### src/rtl/hic_pkg.sv
package hic_pkg;

    // Synchronized comparator flags, in fixed order
    typedef struct packed {
        logic ov;
        logic oc;
        logic luv;
    } flags_t;

    localparam int unsigned NUM_FLAGS = 3;

    // True when the event now being counted is the one that reaches the limit
    function automatic logic is_final_trip(input int unsigned cnt, input int unsigned limit);
        return (cnt + 1) >= limit;
    endfunction

endpackage

### src/rtl/flag_sync.sv
module flag_sync #(
    parameter int unsigned WIDTH  = 3,
    parameter int unsigned STAGES = 2
) (
    input  logic             clk,
    input  logic             rst,
    input  logic [WIDTH-1:0] din,
    output logic [WIDTH-1:0] dout
);
    logic [WIDTH-1:0] stg [STAGES];

    for (genvar i = 0; i < STAGES; i++) begin : g_stage
        if (i == 0) begin : g_first
            always_ff @(posedge clk) begin
                if (rst) stg[i] <= '0;
                else     stg[i] <= din;
            end
        end else begin : g_next
            always_ff @(posedge clk) begin
                if (rst) stg[i] <= '0;
                else     stg[i] <= stg[i-1];
            end
        end
    end

    assign dout = stg[STAGES-1];
endmodule

### src/rtl/ramp_gen.sv
module ramp_gen #(
    parameter int unsigned RAMP_W = 10
) (
    input  logic              clk,
    input  logic              rst,
    input  logic              hold_zero,
    input  logic              discharge,
    input  logic              tick,
    output logic [RAMP_W-1:0] level,
    output logic              full
);
    localparam logic [RAMP_W-1:0] FULL_SCALE = '1;

    assign full = (level == FULL_SCALE);

    always_ff @(posedge clk) begin
        if (rst || hold_zero || discharge) level <= '0;
        else if (tick && !full)            level <= level + RAMP_W'(1);
    end
endmodule

### src/rtl/fault_ctrl.sv
module fault_ctrl
    import hic_pkg::*;
#(
    parameter int unsigned OC_LIMIT = 3,
    parameter int unsigned CNT_W    = 2
) (
    input  logic             clk,
    input  logic             rst,
    input  logic             shutdown,
    input  flags_t           flags,
    input  logic             ramp_full,
    output logic             fault,
    output logic             oc_latched,
    output logic             discharge,
    output logic [CNT_W-1:0] oc_count
);
    logic oc_prev;
    logic oc_rise;
    logic luv_trip;
    logic fault_next;

    assign oc_rise   = flags.oc & ~oc_prev;
    assign luv_trip  = flags.luv & ramp_full;           // blanked until ramp is full
    assign discharge = oc_latched & ramp_full & ~fault & ~shutdown;

    always_comb begin
        fault_next = fault | flags.ov;
        if (discharge && is_final_trip(int'(oc_count), OC_LIMIT))
            fault_next = 1'b1;
    end

    always_ff @(posedge clk) begin
        if (rst) oc_prev <= 1'b0;
        else     oc_prev <= flags.oc;
    end

    always_ff @(posedge clk) begin
        if (rst || shutdown) begin
            fault      <= 1'b0;
            oc_latched <= 1'b0;
            oc_count   <= '0;
        end else begin
            fault <= fault_next;
            if (discharge && oc_count != CNT_W'(OC_LIMIT))
                oc_count <= oc_count + CNT_W'(1);
            if (fault_next)                oc_latched <= 1'b0;
            else if (oc_rise || luv_trip)  oc_latched <= 1'b1;
            else if (discharge)            oc_latched <= 1'b0;
        end
    end
endmodule

### src/rtl/hiccup_supervisor.sv
module hiccup_supervisor
    import hic_pkg::*;
#(
    parameter int unsigned RAMP_W      = 10,
    parameter int unsigned OC_LIMIT    = 3,
    parameter int unsigned SYNC_STAGES = 2
) (
    input  logic              clk,
    input  logic              rst,
    input  logic              shutdown,
    input  logic              ramp_tick,
    input  logic              ov_flag,
    input  logic              oc_flag,
    input  logic              luv_flag,
    output logic              out_enable,
    output logic [RAMP_W-1:0] clamp_level,
    output logic              force_low_on,
    output logic              fault
);
    localparam int unsigned CNT_W = $clog2(OC_LIMIT + 1);

    flags_t           raw_flags;
    flags_t           sync_flags;
    logic [NUM_FLAGS-1:0] sync_bits;
    logic             ramp_full;
    logic             oc_latched;
    logic             discharge;
    logic [CNT_W-1:0] oc_count;

    assign raw_flags  = '{ov: ov_flag, oc: oc_flag, luv: luv_flag};
    assign sync_flags = flags_t'(sync_bits);

    flag_sync #(.WIDTH(NUM_FLAGS), .STAGES(SYNC_STAGES)) sync_i (
        .clk (clk),
        .rst (rst),
        .din (raw_flags),
        .dout(sync_bits)
    );

    ramp_gen #(.RAMP_W(RAMP_W)) ramp_i (
        .clk      (clk),
        .rst      (rst),
        .hold_zero(fault | shutdown),
        .discharge(discharge),
        .tick     (ramp_tick),
        .level    (clamp_level),
        .full     (ramp_full)
    );

    fault_ctrl #(.OC_LIMIT(OC_LIMIT), .CNT_W(CNT_W)) ctrl_i (
        .clk       (clk),
        .rst       (rst),
        .shutdown  (shutdown),
        .flags     (sync_flags),
        .ramp_full (ramp_full),
        .fault     (fault),
        .oc_latched(oc_latched),
        .discharge (discharge),
        .oc_count  (oc_count)
    );

    assign out_enable   = ~fault & ~oc_latched & ~shutdown;
    assign force_low_on = sync_flags.ov;
endmodule

### config.mk
export PLATFORM = sky130hd
export DESIGN_NAME = hiccup_supervisor
export DESIGN_NICKNAME = d
export VERILOG_FILES = /design/src/rtl/hic_pkg.sv /design/src/rtl/flag_sync.sv /design/src/rtl/ramp_gen.sv /design/src/rtl/fault_ctrl.sv /design/src/rtl/hiccup_supervisor.sv
export SDC_FILE = /design/constraint.sdc
export NUM_CORES = 1
export LEC_CHECK = 0
export BUFFER_PORTS_ARGS = -buffer_cell sky130_fd_sc_hd__buf_2
export CAP_MARGIN = 0
export CORE_ASPECT_RATIO = 0.75
export CORE_MARGIN = 2
export CORE_UTILIZATION = 49
export DETAILED_ROUTE_END_ITERATION = 7
export MAX_ROUTING_LAYER = met4
export PLACE_DENSITY_LB_ADDON = 0.08
export SYNTH_ARGS = -nofsm -noshare
export SYNTH_HDL_FRONTEND = slang
export SYNTH_SLANG_ARGS = --single-unit
### constraint.sdc
create_clock -name clk -period 2.05 [get_ports clk]
set_clock_uncertainty 0.2 [all_clocks]
set_input_delay 0.41 -clock clk [delete_from_list [all_inputs] [get_ports clk]]
set_output_delay 0.41 -clock clk [all_outputs]
set_load 0.01 [all_outputs]
After elaboration in Yosys (flattened, before gate mapping)
Memories as Yosys holds them, arrays and structs flattened.
Cells that the tools add are included.

storage, ports and cells
  memories = 1
  bits in writable memories = 6
  register bits = 15
  output and inout port bits = 13
  word-level logic and storage cells = 45
  bits in latches = 0
  memory bits (read-only) = 0

memory list
  memory      words  width  rd ports  clocked after memory_dff  write ports  RTL line         text
  sync_i.stg  2      3      2         0                         2            flag_sync.sv:10  logic [WIDTH-1:0] stg [STAGES];

operators by class
  magnitude comparators = 1
  shift-type cells = 0
  bitwise gates (word level) = 15
  multiply operators = 0
  muxes and demuxes = 8
  reduce and logical (&&, ||, !) cells = 10
  div/mod/pow operators = 0
  add/subtract/negate cells = 3
  eq/ne operators = 2

operator list
  kind                     number
  $ge A32 B2 Y1 const B    1
  $add A10 B1 Y10 const B  1
  $eq A10 B10 Y1 const B   1
  $and A1 B1 Y1            7
  $mux W1                  6
  $mux W3                  2
  $logic_or A1 B1 Y1       4
  $not A1 Y1               4
  $or A1 B1 Y1             4
  $add A2 B1 Y3 const B    1
  $logic_and A1 B1 Y1      3
  $add A2 B1 Y2 const B    1
  $ne A2 B2 Y1 const B     1
  $reduce_bool A2 Y1       1
  $reduce_or A2 Y1         1
  $logic_not A1 Y1         1

Logic depth before layout (Yosys ltp)
  depth after elaboration = 7
  mapped depth = 6

Hierarchy
Synthesis repeated with hierarchy kept, for this count alone.

unflattened totals
  cell total of the unflattened synthesis = 105
  area total of the unflattened synthesis = 988.4 µm²

by module, submodules not included
  module             sequential area each (µm²)  area each (µm²)  cells each  instances
  ramp_gen           200.2                       566.8            65          1
  fault_ctrl         100.1                       252.7            26          1
  flag_sync          120.1                       157.7            12          1
  hiccup_supervisor  0.0                         11.3             2           1

Worst setup path after synthesis
OpenSTA, ideal clock, no wires.

  kind = in2reg
  start = input shutdown
  end = register ctrl_i.oc_count[1]
  required time = 1.721 ns
  cell stages on the path = 5
  setup slack = 0.192 ns
  arrival time = 1.530 ns
  library setup time = 0.129 ns
  path buffers = 1
  cell sequence = buf_6 or4b_4 nor4_4 mux2i_1 nor3_2

on the way
  cells in the longest elaborated chain, start to end = 3

ends and longest elaborated chain
  what                  RTL line                 text
  from (decl)           hiccup_supervisor.sv:10  input logic shutdown,
  $not A1 Y1            fault_ctrl.sv:24         assign discharge = oc_latched & ramp_full & ~fault & ~shutdown;
  $and A1 B1 Y1         fault_ctrl.sv:24
  $logic_and A1 B1 Y1   fault_ctrl.sv:44         if (discharge && oc_count != CNT_W'(OC_LIMIT))
  to (signal assigned)  fault_ctrl.sv:45         oc_count <= oc_count + CNT_W'(1);
  to (decl)             fault_ctrl.sv:15         output logic [CNT_W-1:0] oc_count

Several ways; a longest one is shown, not always the timed one.
A chain may end at the register's enable or synchronous reset.

Worst setup path after layout
  start = register ctrl_i.oc_count[0]
  end = register ctrl_i.oc_count[1]

on the way
  cells in the longest elaborated chain, start to end = 2

ends and longest elaborated chain
  what
  parallel branches: the longest is 2 deep, another holds $add A2 B1 Y2

Several ways; the timed one is not identified.

==> run_results.csv <==
group,metric,value,unit
status,outcome,"finished, final reports clean",
sta,fin_ws,0.1466,ns
route,dr.pass1.iters,4,
clocking,post_cts_buffers,0,
sta,max_clock_freq,525.4,MHz
yosys,postSynthCellCount,98,
sta,finalSetupViolCount,0,
final_layout,nets,132,
worst_hold_path,min_path_cells,2,
clocking,cts_root_buf,"clkbuf_4",
clocking,ctsHoldBuffers,0,
yosys,async_flop_share,0,
power_and_ir_drop,power.leakage,0.0004838,µW
yosys,netlist_area,960.9,µm²
critical_path,r2r_cells,5,
clocking,cts.sinks,21,
place,gp_congestion,0.7853,
global_route,grt.overflow.total,0,
sta,worst_pin_slew,0.4798,ns
global_route,track_usage,0.1818,
route,via_per_inst,5.406,
route,drc,0,
global_route,antenna_found_initial,0,
critical_path,critPathArrivalTime,1.92,ns
floorplan,die_w,55.14,µm
clocking,cts_tree,"done",
critical_path,cp_cell_sequence,"ha_1, or4b_4, nor4_4, mux2i_1, nor3_2",
route,finalWirelength,1787,µm
place,port-buffer-count,19,
place,placed_cell_area,1086,µm²
floorplan,ios,20,
critical_path,worst_setup_path_end_kind,"flip-flop",
final_layout,drive_above_1_share,0.2727,
yosys,ys_warn_count,0,
critical_path,cp_data_required_time,2.07,ns
critical_path,crit_family,"simple AND/OR/NAND/NOR gates",
power_and_ir_drop,ir_drop,0.5829,mV
sta,fin_crit,1.903,ns
power_and_ir_drop,p_per_area,599.5,nW/µm²
worst_hold_path,min_path_type,"in -> reg",
floorplan,core,1789,µm²
sta,fin_crit_sh,0.9285,
sta,slew_headroom,0.6774,
critical_path,cp.depth,5,
critical_path,cp-start-kind,"flip-flop",
yosys,yosys.area.top_type,"dfxtp_1",
final_layout,area_growth,16.15,%
critical_path,crit_fanout,3,
sta,rsz0062_at_grt,"false",
yosys,synth.top_cells.by_area,"dfxtp_1 44%, nor2b_1 5.9%, nor2_1 4.7%",
yosys,synth_cell_types,35,
sta,fin_hold_ws,0.1023,ns
route,ant_nets,0,
sta,maxSlewViolCount,0,
final_layout,final_cells,143,
clocking,clock_tree.buffer_depth,2,
sta,setup-tns-final,0,ns
floorplan,die_h,42.35,µm
yosys,seq_area_frac_synth,0.4375,
global_route,grt_max_degree,14,
flow_run,maxCapViolCount,0,
critical_path,criticalPathCategory,"reg -> reg",
clocking,cts.repair.resized,0,
sta,finalHoldViolCount,0,
critical_path,cpPeakStageDelay,0.50,ns
final_layout,design_area,1116,µm²
yosys,synth.net_count,108,
clocking,path_clk_slew,0.13,ns
yosys,ys_ff_latch,21,
route,drt_iter0_markers,15,
place,place_ws,0.1407,ns
place,dp_cells,139,
clocking,insertion_delay,0.31,ns
yosys,synth_edf_count,0,
floorplan,rows,13,
final_layout,fill_cells,166,
yosys,ys.flop_type,"dfxtp_1",
critical_path,cpMaxStageDelayCell,"or4b_4",
floorplan,dieArea,2335,µm²
floorplan,start_util,0.5371,
global_route,grt_pass1_vias,678,
yosys,syn_avg_cell_area,9.805,µm²
route,vias,773,
critical_path,crit_buf_inv,0,
global_route,grt_pass1_wl,2960,µm
place,dpl.hpwl,1331,µm
clocking,cts_buffers,3,
final_layout,antenna_cells,0,
route,post_drt_wl_per_cell,12.50,µm
clocking,h-tree-depth,1,
yosys,synth_top_area_frac,0.4375,
[routing by layer]
layer  share of wire  vias up  GRT usage
met5               0        -          -
met4           0.010        0    0.04390
met3           0.058        2    0.07500
met2            0.44       19     0.2405
met1            0.49      354     0.2555
li1                -      398          -
[worst reg2reg max path: cells and delay by family (launching register included)]
family        cells  cell delay (ns)
fa+ha+maj         1             0.22
flops             1             0.37
mux               1             0.26
simple gates      3             0.76
[layout by cell type (no fill, tap or decap), types with 2 or more instances in the layout]
master    instances
and4_1            2
clkbuf_4          3
o21ai_0           2
nor2b_1           9
nor3_2            3
ha_1              3
mux2i_1           3
nand2_1           3
buf_2            19
nand3_1           4
nor2_1           12
buf_4             3
xnor2_1           3
nand4_1           2
a211oi_1          3
nor3_1            4
dfxtp_1          21
a21oi_1           2
inv_1             3
[where the power goes]
part | switching, µW | total [µW] | internal (µW) | leakage (µW)
Combinational | 20.1 | 37.3 | 17.1 | 0.000299
Clock | 137 | 211 | 74.5 | 0.0000139
Sequential | 4.17 | 420 | 416 | 0.000171
Total | 161 | 669 | 508 | 0.000484
[synth_stat cells (all sizes together), types with 2 or more instances]
cell type  count
a211oi         3
a21oi          2
and4           2
buf            2
dfxtp         21
ha             3
inv            3
mux2i          3
nand2          3
nand3          5
nand4          3
nor2          12
nor2b          9
nor3           7
o21ai          2
xnor2          3
[metrics by stage]
stage	power (µW)	utilization
6_report	669.1	0.6238
3_3_place_gp	465.9	0.6070
4_1_cts	676.8	0.6238
3_5_place_dp	467.4	0.6070
2_1_floorplan	453.5	-
5_1_grt	698.7	0.6238
[worst paths after layout]
kind	from	end	slack [ns]
min	ov_flag	sync_i.stg[0][2]$_SDFF_PP0_	0.10
max reg2reg	ctrl_i.oc_count[0]$_SDFFE_PP0P_	ctrl_i.oc_count[1]$_SDFFE_PP0P_	0.15
min reg2reg	sync_i.stg[0][2]$_SDFF_PP0_	sync_i.stg[1][2]$_SDFF_PP0_	0.26
max	ctrl_i.oc_count[0]$_SDFFE_PP0P_	ctrl_i.oc_count[1]$_SDFFE_PP0P_	0.15
[layout make-up]
class | instances | area, µm² | share of cell area
multi-input combinational | 71 | 509.2 | 0.4563
sequential | 21 | 420.4 | 0.3767
timing repair buffer | 22 | 117.6 | 0.1054
tap | 22 | 27.53 | 0.02466
clock buffer | 3 | 22.52 | 0.02018
inverter | 3 | 11.26 | 0.01009
clock inverter | 1 | 7.507 | 0.006726
[flip-flops by register name, indices dropped and copies added, names as in the netlist]
signal,cells
ctrl_i.fault,1
ctrl_i.oc_count,2
ctrl_i.oc_latched,1
ctrl_i.oc_prev,1
ramp_i.level,10
sync_i.stg,6
[logic make-up (layout without fill, tap and decap cells)]
kind of cell | after synthesis | in the layout | synth area share
buffers and inverters | 6 | 29 | 0.03254
AND/OR/NAND/NOR | 46 | 46 | 0.3099
adder cells (fa/ha/maj) | 3 | 3 | 0.03907
multiplexers | 3 | 3 | 0.03125
XOR/XNOR | 4 | 4 | 0.03646
AO/OA/AOI/OAI | 15 | 15 | 0.1133
flip-flops | 21 | 21 | 0.4375
(Power assumes the default switching activity.)
